### src/rtl/lfsr_video_timing.sv
module lfsr_video_timing #(
  parameter int W = 16,
  parameter logic [W-1:0] SEED = '1
) (
  input  logic         clk,
  input  logic         rst_n,
  input  logic         pix_en,
  input  logic [1:0]   blank_mode,
  input  logic [W-1:0] h_act_on,
  input  logic [W-1:0] h_act_off,
  input  logic [W-1:0] h_end,
  input  logic [W-1:0] h_sync_on,
  input  logic [W-1:0] h_sync_off,
  input  logic [W-1:0] v_act_on,
  input  logic [W-1:0] v_act_off,
  input  logic [W-1:0] v_end,
  input  logic [W-1:0] v_sync_on,
  input  logic [W-1:0] v_sync_off,
  output logic         hsync,
  output logic         vsync,
  output logic         de,
  output logic         line_start,
  output logic         frame_start
);

  function automatic logic [W-1:0] lfsr_next(input logic [W-1:0] s);
    return {s[W-2:0], s[W-1] ^ s[4] ^ s[2] ^ s[1]};
  endfunction

  logic [W-1:0] hc, vc;
  logic hs_q, vs_q, ha_q, va_q;
  logic h_wrap, v_wrap;
  logic hs_win, vs_win, ha_win, va_win;
  logic pwr_down, blanked;

  assign h_wrap = (hc == h_end);
  assign v_wrap = (vc == v_end);

  // Window open from the start match, closed at the end match
  assign hs_win = ((hc == h_sync_on) | hs_q) & (hc != h_sync_off);
  assign ha_win = ((hc == h_act_on)  | ha_q) & (hc != h_act_off);
  assign vs_win = ((vc == v_sync_on) | vs_q) & (vc != v_sync_off);
  assign va_win = ((vc == v_act_on)  | va_q) & (vc != v_act_off);

  always_ff @(posedge clk) begin
    if (!rst_n) begin
      hc   <= SEED;
      vc   <= SEED;
      hs_q <= 1'b0;
      ha_q <= 1'b0;
      vs_q <= 1'b0;
      va_q <= 1'b0;
    end else if (pix_en) begin
      hs_q <= hs_win;
      ha_q <= ha_win;
      if (h_wrap) begin
        hc   <= SEED;
        vs_q <= vs_win;
        va_q <= va_win;
        vc   <= v_wrap ? SEED : lfsr_next(vc);
      end else begin
        hc <= lfsr_next(hc);
      end
    end
  end

  assign pwr_down    = blank_mode[1];
  assign blanked     = |blank_mode;
  assign hsync       = hs_win & ~pwr_down;
  assign vsync       = vs_win & ~pwr_down;
  assign de          = ha_win & va_win & ~blanked;
  assign line_start  = (hc == SEED);
  assign frame_start = line_start & (vc == SEED);

  p_h_reload_r3: assert property (@(posedge clk) disable iff (!rst_n)
    pix_en && h_wrap |=> line_start);
  p_v_only_on_wrap_r4: assert property (@(posedge clk) disable iff (!rst_n)
    pix_en && !h_wrap |=> $stable(vc));
  p_hold_r8: assert property (@(posedge clk) disable iff (!rst_n)
    !pix_en |=> $stable(hc) && $stable(vc));
  p_blank_de_r9: assert property (@(posedge clk) disable iff (!rst_n)
    blank_mode != 2'b00 |-> !de);
  p_pwrdown_sync_r10: assert property (@(posedge clk) disable iff (!rst_n)
    pwr_down |-> !hsync && !vsync);

endmodule

### config.mk
export PLATFORM = sky130hd
export DESIGN_NAME = lfsr_video_timing
export DESIGN_NICKNAME = d
export VERILOG_FILES = /design/src/rtl/lfsr_video_timing.sv
export SDC_FILE = /design/constraint.sdc
export NUM_CORES = 1
export LEC_CHECK = 0
export CORE_ASPECT_RATIO = 0.9
export CORE_MARGIN = 3
export CORE_UTILIZATION = 30
export CTS_CLUSTER_DIAMETER = 50
export CTS_CLUSTER_SIZE = 10
export DETAILED_ROUTE_END_ITERATION = 6
export DONT_BUFFER_PORTS = 1
export MAX_ROUTING_LAYER = met4
export SLEW_MARGIN = 10
export SYNTH_ARGS = -nofsm -noshare
export SYNTH_HDL_FRONTEND = slang
export SYNTH_SLANG_ARGS = --single-unit
### constraint.sdc
create_clock -name clk -period 2.3 [get_ports clk]
set_clock_uncertainty 0.1 [all_clocks]
set_input_delay 0.345 -clock clk [delete_from_list [all_inputs] [get_ports clk]]
set_output_delay 0.345 -clock clk [all_outputs]
set_load 0.05 [all_outputs]
==> impl_metrics.ini <==
[layout]
final_core_util = 0.382
drive_gt1_frac = 0.273
area_growth_syn_to_layout_pct = 22.8
diodes = 0
postLayoutCellArea_sq_um = 4180
final_common_cell = xnor2_1
final_cell_mix = xnor2_1, xor2_1, buf_4
fin_nets = 582
final.fill_count = 1082

[synthesis]
avgSynthCellArea_sq_um = 8.79
yosysSeqAreaShare = 0.212
syn-cell-area_sq_um = 3400
netlist-cell-type-count = 25
ys_seq_elements = 36
yosys.area.top_type = xnor2_1
ys_warn_count = 0
synth_cells = 387
yosysTopAreaCellShare = 0.219
synth_area_leaders = xnor2_1, dfxtp_1, xor2_1, nand4_1, mux2i_1
syn_nets = 552

[setup_path]
path_cells = xor2_1 -> nor4_2 -> a41oi_1 -> or4_4 -> nor2_4 -> buf_12
crit_type = flop to primary output
endpoint_kind = primary output
cp_slowest_cell = or4_4
cp-start-kind = flop
required_ns = 1.86
max_stage_delay_ns = 0.53
cp_data_arrival_time_ns = 2.09
cp_max_fo = 2
reg2regPathDepth = 8

[detailed_routing]
wl_per_cell_um = 19.7
drtIter0Drc = 243
drtAntennaViolNets = 0
avgViaCountPerCell = 5.05
firstDrtPassIters = 4
routed_wl_mm = 11.2
drc = 0
vias = 2873

[die]
fp.dieW_um = 118
core.rowCount = 36
die_h_um = 107
dieArea_sq_um = 12700
io_pins = 170
initial_core_util = 0.311
core-area_sq_um = 10900

[clock_tree]
cts_tree = yes
clockBufferDepth = 2
clk_pin_slew_ns = 0.06
holdBufCountCts = 0
clk-insertion-delay-late_ns = 0.28
root_buffer = clkbuf_16
cts.sinks = 36
cts.htree.levels = 2
numCtsBuffers = 5

[timing]
relSlewSlack = 0.635
slew_viol_final = 0
tightest_slew_ns = 0.547
hold_viol = 0
fin_setup_tns_ns = -0.246
period_needed_ns = 2.54
fin_crit_sh = 1.10
rsz0062_at_grt = yes
finalWorstSetupSlack_ns = -0.237
max_clock_freq_ghz = 0.394
setup_violations = 2

[pwr]
power_density_nw_per_um2 = 364
clock_power_share = 0.425
leakagePower_nw = 1.49
total_power_mw = 1.52
switchingPower_mw = 0.373
irDropWorstVdd_v = 0.000250
seqPwrFrac = 0.410
internal-power_mw = 1.15
swShare = 0.245
comb_power_share = 0.165

[global_route]
grt_overflow_total = 0
grt_pass1_wl_mm = 17.2
antenna_found_initial = 0
grt_pass1_vias = 3014
grt_max_degree = 24
grt_use_total = 0.178

[hold_path]
hold_depth = 1
hp-class = input pin to flop

[place]
routabilityCongestion = 0.968
dp_slack_ns = -0.0120
portBuffers = 0
postPlaceCellArea_sq_um = 3790
place_hpwl_mm = 9.22

[outcome]
violations = setup timing
outcome = finished with violations

[run]
maxCapViolCount = 0
routing by layer:
| metal | vias up | GRT usage | share of wire | wire [um] |
|---|---|---|---|---|
| li1 | 1363 | - | - | - |
| met1 | 1401 | 0.222 | 0.42 | 4770 |
| met2 | 101 | 0.286 | 0.50 | 5620 |
| met3 | 8 | 0.0506 | 0.065 | 733 |
| met4 | 0 | 0.0418 | 0.0098 | 110 |
| met5 | - | - | 0 | 0 |
cell type report:
class | count | area [sq um] | area share
flip-flops and latches | 36 | 758 | 0.182
well taps | 152 | 190 | 0.0455
repair buffers | 62 | 544 | 0.130
multi-input cells | 295 | 2480 | 0.594
inverters | 17 | 63.8 | 0.0153
clock buffers | 5 | 125 | 0.0300
clock inverters | 2 | 12.5 | 0.00300
final timing paths:
path           from      to  slack [ns]
max          hc[10]      de       -0.24
min          pix_en    hs_q        0.09
max reg2reg   hc[7]  hc[12]        0.17
min reg2reg    va_q    va_q        0.37
worst max-delay path: cells and delay by family (launching register included):
family	cells	cell delay, ns
xor+xnor	1	0.18
simple gates	3	0.99
compound gates	1	0.19
flops	1	0.32
buf+inv	1	0.14
cell families after synthesis:
family / synth area share
compound gates: 0.0637
flops: 0.212
xor+xnor: 0.428
mux: 0.0441
simple gates: 0.153
buf+inv: 0.0997
power by group through the flow:
stage               registers [mW]  logic (mW)  clock network (mW)
global placement             0.643       0.232                   0
finish                       0.624       0.251               0.646
floorplan                    0.641       0.203                   0
global route                 0.624       0.271               0.700
CTS                          0.628       0.245               0.665
detailed placement           0.643       0.237                   0
state kept, by name, indices dropped and copies added, names as in the netlist:
signal	cells
vc	16
va_q	1
vs_q	1
hc	16
ha_q	1
hs_q	1
timing repair:
item,CTS,global route
endpoints found under the hold margin,0,0
pin swaps,11,15
resized for setup,26,30
setup endpoints to repair,3,20
setup buffers,4,4
synthesized netlist by cell type, drive strengths merged:
| library cell | n |
|---|---|
| a2111oi | 2 |
| a21oi | 1 |
| a2bb2oi | 16 |
| a41oi | 2 |
| and2 | 2 |
| buf | 37 |
| clkbuf | 2 |
| dfxtp | 36 |
| inv | 17 |
| mux2i | 15 |
| nand2 | 18 |
| nand3 | 2 |
| nand4 | 31 |
| nor2 | 5 |
| nor3 | 2 |
| nor4 | 27 |
| o21ai | 3 |
| o2bb2ai | 2 |
| or4 | 1 |
| xnor2 | 85 |
| xor2 | 81 |
through the flow:
step	instances	hold slack, ns
floorplan	387	0.327
global placement	555	0.344
detailed placement	555	0.348
CTS	566	0.0787
global route	569	0.0844
finish	569	0.0892
(Power assumes the default switching activity.)
